<file path="config.mk">
export PLATFORM = sky130hd
export DESIGN_NAME = tmr_host_if
export DESIGN_NICKNAME = d
export VERILOG_FILES = /design/src/rtl/tmr_pkg.sv /design/src/rtl/tmr_cmd_dec.sv /design/src/rtl/tmr_chan_regs.sv /design/src/rtl/tmr_rd_mux.sv /design/src/rtl/tmr_host_if.sv
export SDC_FILE = /design/constraint.sdc
export NUM_CORES = 1
export LEC_CHECK = 0
export BUFFER_PORTS_ARGS = -buffer_cell sky130_fd_sc_hd__buf_2
export CORE_MARGIN = 2
export CORE_UTILIZATION = 25
export CTS_CLUSTER_SIZE = 24
export DETAILED_ROUTE_END_ITERATION = 10
export PLACE_DENSITY = 0.39
export REMOVE_ABC_BUFFERS = 1
export SLEW_MARGIN = 10
export SYNTH_ARGS = -nofsm -noshare
export SYNTH_HDL_FRONTEND = slang
export SYNTH_SLANG_ARGS = --single-unit
</file>
<file path="constraint.sdc">
create_clock -name clk -period 2.3 [get_ports clk]
set_input_delay 0 -clock clk [delete_from_list [all_inputs] [get_ports clk]]
set_output_delay 0 -clock clk [all_outputs]
set_load 0.01 [all_outputs]
</file>
<file path="src/rtl/tmr_pkg.sv">
`timescale 1ns/1ps
package tmr_pkg;

    localparam int NCH = 3;

    typedef enum logic [1:0] {
        ACC_FREEZE = 2'd0,
        ACC_LO     = 2'd1,
        ACC_HI     = 2'd2,
        ACC_WORD   = 2'd3
    } acc_e;

    // frozen-count read state; codes line up with acc_e on capture
    typedef enum logic [1:0] {
        FZ_NONE = 2'd0,
        FZ_LO   = 2'd1,
        FZ_HI   = 2'd2,
        FZ_PAIR = 2'd3
    } frz_e;

    typedef struct packed {
        acc_e       acc;
        logic [2:0] mode;
        logic       bcd;
    } ctl_t;

    localparam ctl_t CTL_RESET = '{acc: ACC_WORD, mode: 3'd3, bcd: 1'b0};

    function automatic logic [7:0] status_byte(input logic lvl, input ctl_t c);
        return {lvl, 1'b0, c.acc, c.mode, c.bcd};
    endfunction

endpackage

</file>
<file path="src/rtl/tmr_cmd_dec.sv">
`timescale 1ns/1ps
module tmr_cmd_dec
    import tmr_pkg::*;
#(
    parameter int DW = 8
) (
    input  logic [1:0]    addr,
    input  logic [DW-1:0] wdata,
    input  logic          wr_en,
    input  logic          rd_en,
    output ctl_t          ctl_in,
    output logic [NCH-1:0] ctl_we,
    output logic [NCH-1:0] frz_req,
    output logic [NCH-1:0] sts_req,
    output logic [NCH-1:0] dat_we,
    output logic [NCH-1:0] dat_re
);
    logic       cmd_port;
    logic       rb_cmd;
    logic [1:0] sel;
    logic [1:0] acc_f;

    assign cmd_port = wr_en && (addr == 2'd3);
    assign sel      = wdata[7:6];
    assign acc_f    = wdata[5:4];
    assign rb_cmd   = (sel == 2'd3);
    assign ctl_in   = '{acc: acc_e'(acc_f), mode: wdata[3:1], bcd: wdata[0]};

    for (genvar n = 0; n < NCH; n++) begin : g_ch
        logic hit;
        assign hit        = !rb_cmd && (sel == 2'(n));
        assign ctl_we[n]  = cmd_port && hit && (acc_f != 2'd0);
        assign frz_req[n] = cmd_port && ((hit && acc_f == 2'd0) ||
                                         (rb_cmd && wdata[1+n] && !wdata[5]));
        assign sts_req[n] = cmd_port && rb_cmd && wdata[1+n] && !wdata[4];
        assign dat_we[n]  = wr_en && (addr == 2'(n));
        assign dat_re[n]  = rd_en && (addr == 2'(n));
    end

endmodule

</file>
<file path="src/rtl/tmr_chan_regs.sv">
`timescale 1ns/1ps
module tmr_chan_regs
    import tmr_pkg::*;
#(
    parameter int DW = 8,
    parameter int CW = 16
) (
    input  logic          clk,
    input  logic          rst,
    input  logic          ctl_we,
    input  ctl_t          ctl_in,
    input  logic          frz_req,
    input  logic          sts_req,
    input  logic          dat_we,
    input  logic          dat_re,
    input  logic [DW-1:0] wdata,
    input  logic [CW-1:0] live,
    input  logic          out_lvl,
    output ctl_t          ctl,
    output logic          ld_stb,
    output logic [CW-1:0] ld_val,
    output logic [DW-1:0] rd_byte
);
    localparam int HW = CW - DW;

    logic          wr_hi;
    logic [DW-1:0] lo_hold;
    logic          rd_hi;
    frz_e          frz;
    logic [CW-1:0] frz_val;
    logic          sts_pend;
    logic [7:0]    sts_val;

    always_ff @(posedge clk) begin
        if (rst) begin
            ctl      <= CTL_RESET;
            wr_hi    <= 1'b0;
            lo_hold  <= '0;
            rd_hi    <= 1'b0;
            frz      <= FZ_NONE;
            frz_val  <= '0;
            sts_pend <= 1'b0;
            sts_val  <= '0;
            ld_stb   <= 1'b0;
            ld_val   <= '0;
        end else begin
            ld_stb <= 1'b0;
            if (ctl_we) begin
                ctl   <= ctl_in;
                wr_hi <= 1'b0;
                rd_hi <= 1'b0;
            end
            if (frz_req && frz == FZ_NONE) begin
                frz_val <= live;
                frz     <= frz_e'(ctl.acc);
            end
            if (sts_req && !sts_pend) begin
                sts_val  <= status_byte(out_lvl, ctl);
                sts_pend <= 1'b1;
            end
            if (dat_we) begin
                unique case (ctl.acc)
                    ACC_LO: begin
                        ld_stb <= 1'b1;
                        ld_val <= {{HW{1'b0}}, wdata};
                    end
                    ACC_HI: begin
                        ld_stb <= 1'b1;
                        ld_val <= {wdata[HW-1:0], {DW{1'b0}}};
                    end
                    default: begin
                        if (!wr_hi) begin
                            lo_hold <= wdata;
                            wr_hi   <= 1'b1;
                        end else begin
                            ld_stb <= 1'b1;
                            ld_val <= {wdata[HW-1:0], lo_hold};
                            wr_hi  <= 1'b0;
                        end
                    end
                endcase
            end
            if (dat_re) begin
                if (sts_pend) begin
                    sts_pend <= 1'b0;
                end else if (frz != FZ_NONE) begin
                    frz <= (frz == FZ_PAIR) ? FZ_HI : FZ_NONE;
                end else if (ctl.acc == ACC_WORD) begin
                    rd_hi <= !rd_hi;
                end
            end
        end
    end

    always_comb begin
        if (sts_pend) begin
            rd_byte = sts_val;
        end else begin
            unique case (frz)
                FZ_LO, FZ_PAIR: rd_byte = frz_val[DW-1:0];
                FZ_HI:          rd_byte = frz_val[CW-1:DW];
                default: begin
                    unique case (ctl.acc)
                        ACC_HI:   rd_byte = live[CW-1:DW];
                        ACC_WORD: rd_byte = rd_hi ? live[CW-1:DW] : live[DW-1:0];
                        default:  rd_byte = live[DW-1:0];
                    endcase
                end
            endcase
        end
    end

endmodule

</file>
<file path="src/rtl/tmr_rd_mux.sv">
`timescale 1ns/1ps
module tmr_rd_mux
    import tmr_pkg::*;
#(
    parameter int DW = 8
) (
    input  logic [1:0]        addr,
    input  logic [NCH*DW-1:0] ch_bytes,
    output logic [DW-1:0]     rdata
);
    always_comb begin
        rdata = '1;
        for (int i = 0; i < NCH; i++) begin
            if (addr == 2'(i)) rdata = ch_bytes[i*DW +: DW];
        end
    end
endmodule

</file>
<file path="src/rtl/tmr_host_if.sv">
`timescale 1ns/1ps
module tmr_host_if
    import tmr_pkg::*;
#(
    parameter int DW = 8,
    parameter int CW = 16
) (
    input  logic              clk,
    input  logic              rst,
    input  logic [1:0]        addr,
    input  logic [DW-1:0]     wdata,
    input  logic              wr_en,
    input  logic              rd_en,
    output logic [DW-1:0]     rdata,
    output logic [NCH-1:0]    ch_ld_stb,
    output logic [NCH*CW-1:0] ch_ld_val,
    output logic [2*NCH-1:0]  ch_acc,
    output logic [3*NCH-1:0]  ch_mode,
    output logic [NCH-1:0]    ch_bcd,
    input  logic [NCH*CW-1:0] ch_live,
    input  logic [NCH-1:0]    ch_out
);
    ctl_t              ctl_in;
    logic [NCH-1:0]    ctl_we, frz_req, sts_req, dat_we, dat_re;
    logic [NCH*DW-1:0] ch_bytes;

    tmr_cmd_dec #(.DW(DW)) i_dec (
        .addr(addr), .wdata(wdata), .wr_en(wr_en), .rd_en(rd_en),
        .ctl_in(ctl_in), .ctl_we(ctl_we), .frz_req(frz_req),
        .sts_req(sts_req), .dat_we(dat_we), .dat_re(dat_re)
    );

    for (genvar n = 0; n < NCH; n++) begin : g_ch
        ctl_t ctl;
        tmr_chan_regs #(.DW(DW), .CW(CW)) i_regs (
            .clk(clk), .rst(rst),
            .ctl_we(ctl_we[n]), .ctl_in(ctl_in),
            .frz_req(frz_req[n]), .sts_req(sts_req[n]),
            .dat_we(dat_we[n]), .dat_re(dat_re[n]),
            .wdata(wdata), .live(ch_live[n*CW +: CW]), .out_lvl(ch_out[n]),
            .ctl(ctl), .ld_stb(ch_ld_stb[n]), .ld_val(ch_ld_val[n*CW +: CW]),
            .rd_byte(ch_bytes[n*DW +: DW])
        );
        assign ch_acc[2*n +: 2]  = ctl.acc;
        assign ch_mode[3*n +: 3] = ctl.mode;
        assign ch_bcd[n]         = ctl.bcd;
    end

    tmr_rd_mux #(.DW(DW)) i_mux (
        .addr(addr), .ch_bytes(ch_bytes), .rdata(rdata)
    );

endmodule

</file>
==> results of run 1 <==
per-stage QoR:
step,util (%),TNS [ps]
4_1_cts,33.68,-12.42
6_report,34.20,0
5_1_grt,34.20,-97.09
3_3_place_gp,29.47,0
3_5_place_dp,29.47,0
2_1_floorplan,-,0
metal layers:
layer,wire length [um],vias to the layer above
met3,1141,17
met1,14210,3606
met5,0,-
met4,301,0
li1,-,3802
met2,13170,158
layout make-up:
| cell class | count | area share, % |
|---|---|---|
| Inverter | 27 | 0.9780 |
| Timing Repair Buffer | 256 | 16.43 |
| Tap cell | 435 | 5.005 |
| Multi-Input combinational cell | 705 | 39.81 |
| Sequential cell | 177 | 32.80 |
| Clock inverter | 6 | 0.5523 |
| Clock buffer | 21 | 4.418 |
power by group through the flow:
| stage | Sequential, mW | Combinational, mW | Clock, mW |
|---|---|---|---|
| 2_1_floorplan | 3.21 | 0.242 | 0 |
| 3_3_place_gp | 3.22 | 0.612 | 0 |
| 3_5_place_dp | 3.22 | 0.611 | 0 |
| 4_1_cts | 3.14 | 0.715 | 2.91 |
| 5_1_grt | 3.15 | 0.797 | 3.02 |
| 6_report | 3.14 | 0.732 | 2.82 |
cells by family (layout without fill, tap and decap cells):
logic type | after synthesis | after routing
muxes | 89 | 89
buffers and inverters | 113 | 310
adders and majority gates | 10 | 10
DFF | 177 | 177
AOI/OAI and AO/OA | 210 | 210
and+or+nand+nor | 396 | 396
worst max-delay path: stages, from the launching register on:
cell	delay [ps]
dfxtp_4	390
ha_1	280
a31o_2	300
and2_1	210
nand2_1	70
o211a_1	140
nor4_4	240
buf_2	180
sequential cells by signal, summed over array words and instances (netlist names):
name / count
g_ch.i_regs.ld_stb: 3
g_ch.i_regs.sts_val: 21
g_ch.i_regs.ctl: 18
g_ch.i_regs.frz: 6
g_ch.i_regs.ld_val: 48
g_ch.i_regs.frz_val: 48
g_ch.i_regs.sts_pend: 3
g_ch.i_regs.wr_hi: 3
g_ch.i_regs.rd_hi: 3
g_ch.i_regs.lo_hold: 24
worst max-delay path by stage:
| stage | start | endpoint | cells after the start |
|---|---|---|---|
| 6_report | g_ch[0].i_regs.ctl[4] | rdata[5] | 7 |
| 5_1_grt | g_ch[0].i_regs.ctl[4] | rdata[5] | 7 |
| 3_3_place_gp | g_ch[1].i_regs.ctl[4] | rdata[3] | 9 |
| 4_1_cts | g_ch[1].i_regs.ctl[4] | rdata[5] | 9 |
| 3_5_place_dp | g_ch[2].i_regs.ctl[4] | rdata[5] | 9 |
| 2_1_floorplan | g_ch[1].i_regs.frz[1] | g_ch[1].i_regs.frz[1] | 4 |
synth_stat cells (all sizes together) (27+ instances only):
cell    number  area (sq um)
a211oi      27         202.7
a21oi       79         395.4
buf         27         163.9
clkbuf      59         222.7
dfxtp      177          3543
inv         27         101.4
mux2i       89         890.9
nand2      106         397.9
nand3       36         185.2
nor2       176         665.6
nor3        29         145.1
o21ai       43         215.2
timing repair:
action	4_1_cts	5_1_grt
hold buffers	65	0
hold endpoints to repair	83	0
pin swaps	14	19
buffers inserted	0	2
setup endpoints to repair	8	14
gates cloned	0	0
gates resized for setup	37	36
==> impl_metrics.toml, run 1 <==
[outcome]
run_status = "complete, no violations"

[synthesis]
synth.yosys.seq_area_share_pct = 43.65
syn_avg_cell_area_sq_um = 8.159
synth_top_family_by_area = "simple AND/OR/NAND/NOR gates"
netlist_area_sq_um = 8118
async_flop_share_pct = 0
synth.area.mux_share_pct = 10.97
synthSimpleGateAreaFrac_pct = 21.53
ys.flop_type = "dfxtp_1"
yosys_warnings = 0
synth_xor_xnor_area_share_pct = 0
synth-compound-area-share_pct = 16.29
ys_types = 49
synth-adder-area-share_pct = 1.541
synth_edf_count = 0
ys_ff_latch = 177
synthCells = 995

[placed_design]
dp.cells = 1533
portBuffers = 141
dpl.hpwl_um = 19880
gp_congestion = 0.7646
postPlaceCellArea_sq_um = 9373
dp_slack_ps = 279.1

[floorplanning]
die-area_sq_um = 33930
rows = 65
initial_core_util_pct = 25.53
die_w_um = 184.2
die_y_um = 184.2
coreArea_sq_um = 31800
io_pins = 142

[power_and_ir_drop]
share_comb_of_total_power_pct = 10.9
leakagePower_nw = 4.344
p_clk_share_pct = 42.1
power_frac_seq_pct = 47.0
fin_total_pwr_mw = 6.688
p_per_area_nw_per_um2 = 615.1
ir_drop_v = 0.0005038
p_int_mw = 4.992
switching_share_pct = 25.36
power_switching_mw = 1.696

[setup_path]
path_class = "flop to output pin"
r2r_start = "g_ch[0].i_regs.frz[1]"
reg2reg_to = "g_ch[0].i_regs.frz_val[9]"
critPathMaxFanout = 5
end_kind = "output pin"
cp.arrival_ps = 2240
reg2regPathDepth = 6
worstSetupStartpointType = "flop"
reg2reg_slack_ps = 220
cp.required_ps = 2300

[global_route]
grt_pass1_vias = 7312
grt.met2_usage_pct = 27.46
grtUsageMet1_pct = 24.06
antenna_found_initial = 0
globalRouteMet3Util_pct = 3.082
grt_use_total_pct = 17.23
grt_max_degree = 65
grt_pass1_wl_um = 44530
grt_busiest_layer = "met2"
grt-ovfl-total = 0

[finish]
fin_cells = 1627
fin_nets = 1259
layout_commonest_cell = "nor2_1"
multi_input_comb_area_sq_um = 4329
syn_to_final_growth_pct = 33.96
layout-drive-gt1-share_pct = 23.24
num_antenna_cells = 0
nFillCells = 3375
finalInstanceArea_sq_um = 10870
seqCellArea_sq_um = 3567
mostFrequentLayoutCells = "nor2_1, dfxtp_1, buf_2, nand2_1, mux2i_1"

[min_path]
hold_path_end = "g_ch[0].i_regs.lo_hold[3]"
worstHoldPathCells = 4
min_from = "wdata[3]"
hp-class = "input pin to flop"

[clock_tree]
cts_htree_levels = 4
cts_root_buffer = "clkbuf_16"
cts.sinks = 177
cts_buffers = 17
clk_latency_ps = 440
clkTransAtPathRegs_ps = 70
cts_tree = "done"
cts_max_path_buffers = 2

[drt]
drt_first_iter_violations = 461
drc = 0
totalWireLength_um = 28830
wl_per_cell_um = 17.72
postRouteAntennaNets = 0
drtPass1Iterations = 5
vias = 7583
via_per_inst = 4.661

[sta]
hold-worst-slack_ps = 53.85
finalHoldViolCount = 0
fin_skew_ps = 9.855
layout_setup_ws_ps = 63.31
finalCriticalPeriod_ps = 2237
slew_viol_final = 0
slew_headroom_pct = 50.28
max_freq_ghz = 0.4471
tightest_slew_ps = 740.9
rsz0062_at_grt = "yes"
setup_viol = 0
period_share_pct = 97.25

[run]
drv_cap = 0
Note: power is estimated with default switching activity, not from simulation.
==> inputs of run 2 (changes only) <==
--- a/config.mk
+++ b/config.mk
@@ -5,9 +5,11 @@
 export SDC_FILE = /design/constraint.sdc
 export NUM_CORES = 1
 export LEC_CHECK = 0
+export ABC_AREA = 1
 export BUFFER_PORTS_ARGS = -buffer_cell sky130_fd_sc_hd__buf_2
 export CORE_MARGIN = 2
 export CORE_UTILIZATION = 25
+export CTS_BUF_LIST = sky130_fd_sc_hd__clkbuf_16
 export CTS_CLUSTER_SIZE = 24
 export DETAILED_ROUTE_END_ITERATION = 10
 export PLACE_DENSITY = 0.39
==> run 2 against run 1 <==
Against the previous run: first-iteration DRC count grew 13%; worst hold slack worse by 37 ps; design area shrank 3.0%; combinational power up 3.7%; synthesized area increased by 0.83%; critical endpoint is now rdata[4]; highest routed layer unchanged.
==> impl_metrics.toml, run 2 <==
[outcome]
run_status = "complete, no violations"

[sta]
tightest_slew_ps = 618.1
slew_viol_final = 0
fin_skew_ps = 13.24
finalCriticalPeriod_ps = 2096
setup_viol = 0
finalHoldViolCount = 0
slew_headroom_pct = 58.79
max_freq_ghz = 0.4771
period_share_pct = 91.14
layout_setup_ws_ps = 203.8

[synthesis]
ys.flop_type = "dfxtp_1"
ys_ff_latch = 177
yosys_warnings = 0
synth_area_leaders = "dfxtp_1, nand2_1, o21ai_0"
synth_top_area_share_pct = 43.29
syn_avg_cell_area_sq_um = 6.873
yosys.area.top_type = "dfxtp_1"
synthCells = 1191
async_flop_share_pct = 0
netlist_top_cells_count = "nand2_1, dfxtp_1, nor2_1"
synth_edf_count = 0
yosysMostFrequentCell = "nand2_1"
synth.yosys.seq_area_share_pct = 43.29
ys_types = 36
netlist_area_sq_um = 8185

[clock_tree]
cts_max_path_buffers = 2
clkTransAtPathRegs_ps = 70
cts_tree = "done"
cts_root_buffer = "clkbuf_16"
clk_latency_ps = 440
cts_buffers = 17
cts.sinks = 177
cts_setup_buffers = 0
cts_htree_levels = 4

[floorplanning]
die_w_um = 184.9
initial_core_util_pct = 25.29
rows = 66
die_y_um = 184.9
coreArea_sq_um = 32370
io_pins = 142
die-area_sq_um = 34200

[power_and_ir_drop]
p_per_area_nw_per_um2 = 639.5
ir_drop_v = 0.0005109
leakagePower_nw = 4.833

[setup_path]
cp.required_ps = 2300
worstSetupStartpointType = "flop"
critPathMaxFanout = 7
cp.arrival_ps = 2100
path_class = "flop to output pin"
cp_cell_sequence = "ha_1, nand2_1, nand2_1, nand3_1, nand2_1, nand2_1, nand2_1, nand2_1, nand2_1, nand2_1, nor2_1, buf_2"
cp_slowest_stage_delay_ps = 430
critPathLaunch = "g_ch[0].i_regs.ctl[5]"
cp_slowest_cell = "dfxtp_2"
cp_common_cell = "nand2_1"
crit_family = "simple AND/OR/NAND/NOR gates"
end_kind = "output pin"
critPathBufInv = 1
r2r_start = "g_ch[2].i_regs.ctl[4]"

[global_route]
grt_pass1_vias = 8051
grt-ovfl-total = 0
grt_pass1_wl_um = 47060
antenna_found_initial = 0
grt_max_degree = 81
grt_use_total_pct = 18.06

[placed_design]
dp.cells = 1735
dp_slack_ps = 215.6
portBuffers = 141
postPlaceCellArea_sq_um = 9350
dpl.hpwl_um = 21000
gp_congestion = 0.8055

[min_path]
hp-class = "input pin to flop"
min_from = "rd_en"

[drt]
wl_per_cell_um = 16.56
via_per_inst = 4.518
drc = 0
totalWireLength_um = 30200
vias = 8241
drtPass1Iterations = 5
drt_first_iter_violations = 521
postRouteAntennaNets = 0

[finish]
layout-drive-gt1-share_pct = 17.95
num_antenna_cells = 0
syn_to_final_growth_pct = 28.91
fin_nets = 1445
layout_commonest_cell = "nand2_1"
fin_cells = 1824
final_core_util_pct = 32.60
finalInstanceArea_sq_um = 10550
reg.largest.list = "g_ch.i_regs.frz_val x48, g_ch.i_regs.ld_val x48, g_ch.i_regs.lo_hold x24"
mostFrequentLayoutCells = "nand2_1, dfxtp_1, nor2_1, buf_2, o21ai_0"
nFillCells = 3594

[run]
drv_cap = 0
[run 2: cell count changes after synthesis, moves of 18 or more]
cell	delta
nor3_1	-19
nand2_1	+188
mux2i_1	-89
nor2_1	-18
o21ai_0	+87
clkbuf_1	-22
a31oi_1	+27
inv_1	+54
nand3_1	+71
a211oi_1	-26
[run 2: path summary, 6_finish.rpt]
| path | depth (start not counted) | slack, ps | to |
|---|---|---|---|
| setup / recovery | 12 | 200 | rdata[4] |
| hold / removal | 4 | 20 | g_ch[2].i_regs.sts_pend |
| setup reg to reg | 9 | 440 | g_ch[2].i_regs.lo_hold[0] |
| hold reg to reg | 2 | 470 | g_ch[2].i_regs.ld_val[3] |
[run 2: area by class of cell]
| cell class | count | area, sq um | area share [%] |
|---|---|---|---|
| sequential | 177 | 3555 | 33.69 |
| tap | 442 | 553.0 | 5.241 |
| multi-input combinational | 853 | 4009 | 37.99 |
| timing repair buffer | 227 | 1525 | 14.46 |
| clock inverter | 14 | 121.4 | 1.150 |
| clock buffer | 17 | 425.4 | 4.032 |
| inverter | 94 | 362.8 | 3.439 |
[run 2: through the flow]
stage | power, mW | setup TNS, ps | hold slack [ps]
after global routing | 7.069 | -28.99 | 12.07
after CTS | 6.845 | 0 | 9.592
after global placement | 3.915 | 0 | 246.3
after detailed placement | 3.912 | 0 | 253.4
final | 6.748 | 0 | 17.34
after floorplan | 3.576 | -12330 | 66.87
[run 2: per-layer routing]
metal	vias up	share of wire, %	GRT usage, %
li1	4249	-	-
met1	3812	50	24.87
met2	166	45	28.90
met3	14	3.7	3.480
met4	0	1.1	4.635
met5	-	0	0
[run 2: kinds of logic (layout without fill, tap and decap cells)]
group | after synthesis | in the layout | share of synthesized area, %
fa+ha+maj | 10 | 10 | 1.529
flops | 177 | 177 | 43.29
simple gates | 587 | 587 | 29.87
buf+inv | 161 | 352 | 8.407
compound gates | 256 | 256 | 16.91
[run 2: report_power, final]
part | internal (mW) | switching, mW
registers | 3.12 | 0.0385
clock network | 1.42 | 1.41
logic | 0.285 | 0.474
[run 2: worst register-to-register path, delay by kind of cell, from the launching register on]
kind / cells / cell delay (ps)
buf+inv: 4 / 450
simple gates: 2 / 440
flops: 1 / 360
fa+ha+maj: 1 / 320
compound gates: 2 / 230
[run 2: timing repair]
item,in CTS,in global routing
gates resized for setup,9,21
hold buffers,58,0
pin swaps,0,1
hold endpoints to repair,84,0
endpoints found under the setup margin,8,8
==> inputs of run 3 (changes only) <==
--- a/config.mk
+++ b/config.mk
@@ -7,7 +7,7 @@
 export LEC_CHECK = 0
 export ABC_AREA = 1
 export BUFFER_PORTS_ARGS = -buffer_cell sky130_fd_sc_hd__buf_2
-export CORE_MARGIN = 2
+export CAP_MARGIN = 25
 export CORE_UTILIZATION = 25
 export CTS_BUF_LIST = sky130_fd_sc_hd__clkbuf_16
 export CTS_CLUSTER_SIZE = 24
==> run 3 against run 2 <==
Against the previous run: design area up 1.5%; power up 2.5%; worst hold slack worse by 6.1 ps; fmax down 2.2%; clock skew down 2.1 ps; global-route usage up 0.20 points; via count up 0.53%; die area down 2.2%; critical endpoint is now rdata[2]; largest cell class unchanged.
==> impl_metrics.toml, run 3 (synthesized netlist as in run 2, its figures left out) <==
[outcome]
run_status = "complete, no violations"

[power_and_ir_drop]
ir_drop_v = 0.0004824
leakagePower_nw = 4.924
p_per_area_nw_per_um2 = 645.4

[clock_tree]
cts_htree_levels = 4
cts_buffers = 17
clkTransAtPathRegs_ps = 80
clk_latency_ps = 440
cts_root_buffer = "clkbuf_16"
cts.sinks = 177
cts_tree = "done"
cts_max_path_buffers = 2

[placed_design]
portBuffers = 141
dp.cells = 1740
gp_congestion = 0.8218
dpl.hpwl_um = 20900

[drt]
drtPass1Iterations = 5
wl_per_cell_um = 16.43
vias = 8285
drt_first_iter_violations = 591
via_per_inst = 4.527
postRouteAntennaNets = 0
drc = 0
totalWireLength_um = 30060

[finish]
fin_cells = 1830
layout_commonest_cell = "nand2_1"
nFillCells = 3542
reg.largest.list = "g_ch.i_regs.frz_val x48, g_ch.i_regs.ld_val x48, g_ch.i_regs.lo_hold x24"
layout-drive-gt1-share_pct = 18.85
num_antenna_cells = 0
mostFrequentLayoutCells = "nand2_1, dfxtp_1, nor2_1, buf_2, o21ai_0"
fin_nets = 1458
syn_to_final_growth_pct = 30.88

[floorplanning]
rows = 65
io_pins = 142
die_y_um = 182.9
initial_core_util_pct = 25.68
die-area_sq_um = 33470
die_w_um = 182.9
coreArea_sq_um = 31880

[sta]
finalHoldViolCount = 0
setup_tns_ps = 0
finalCriticalPeriod_ps = 2144
setup_viol = 0
rsz0062_at_grt = "no"
tightest_slew_ps = 611.0
slew_viol_final = 0
slew_headroom_pct = 59.27
period_share_pct = 93.22
fin_skew_ps = 11.09
hold-worst-slack_ps = 11.21
max_freq_ghz = 0.4664

[global_route]
grt-ovfl-total = 0
grt_pass1_wl_um = 46930
grt_pass1_vias = 8004
grt_use_total_pct = 18.26
antenna_found_initial = 1
grt_max_degree = 43

[setup_path]
critPathLaunch = "g_ch[1].i_regs.ctl[4]"
r2r_start = "g_ch[2].i_regs.ctl[4]"
cp.required_ps = 2300
worstSetupStartpointType = "flop"
critPathMaxFanout = 8
cp.arrival_ps = 2140
end_kind = "output pin"
path_class = "flop to output pin"

[min_path]
min_from = "rd_en"
hp-class = "input pin to flop"

[run]
drv_cap = 0
[run 3: cell types whose count changed in the layout (fill, tap and decap cells not counted), moves of 3 or more]
cell / delta
buf_4: +10
nand2_2: +4
nand2_1: -3
buf_12: +3
[run 3: repair_timing]
item | 4_1_cts | 5_1_grt
setup buffers | 0 | 3
hold endpoints to repair | 70 | 0
resized for setup | 7 | 24
hold buffers | 56 | 0
endpoints found under the setup margin | 8 | 8
pin swaps | 0 | 2
[run 3: final timing paths]
check,endpoint,cells after the start,slack [ps]
hold reg to reg,g_ch[2].i_regs.ld_val[3],2,480
setup / recovery,rdata[2],13,160
hold / removal,g_ch[2].i_regs.sts_pend,4,10
setup reg to reg,g_ch[2].i_regs.lo_hold[0],9,420
[run 3: cell type report]
cell class                      instances  area (sq um)  area share, %
Inverter                               94         362.8          3.387
Clock buffer                           17         425.4          3.971
Clock inverter                         14         151.4          1.413
Timing Repair Buffer                  240          1663          15.52
Sequential cell                       177          3550          33.13
Multi-Input combinational cell        853          4016          37.49
Tap cell                              435         544.3          5.081
[run 3: through the flow]
step / utilization (%) / cell area (sq um) / setup slack, ps / total power, mW
5_1_grt: 33.60 / 10710 / 5.984 / 7.223
6_report: 33.60 / 10710 / 156.0 / 6.914
3_5_place_dp: 29.70 / 9469 / 273.3 / 3.935
4_1_cts: 33.31 / 10620 / 9.767 / 6.999
3_3_place_gp: 29.70 / 9469 / 244.7 / 3.935
2_1_floorplan: - / 7854 / -444.1 / 3.576
[run 3: metal layers]
metal	up-vias	wire length, um	track usage [%]
met2	187	13340	28.68
met3	21	1302	3.276
met4	0	327	4.333
met1	3802	15090	25.75
met5	-	0	0
li1	4275	-	-
[run 3: critical path, cell delays in order (launching register included)]
cell	delay, ps
dfxtp_1	320
buf_4	150
ha_1	210
nand2_2	100
buf_6	140
nand3_1	80
nand2_1	60
nand2_1	50
nand2_2	90
nand2_1	70
nand2_2	80
nand2_1	90
nor2_1	110
buf_2	140
[run 3: power by group]
group	leakage, nW	internal [mW]	switching [mW]	total [mW]
clock network	0.279	1.54	1.43	2.97
registers	1.43	3.12	0.0384	3.16
logic	3.22	0.301	0.481	0.782
total	4.92	4.96	1.95	6.91
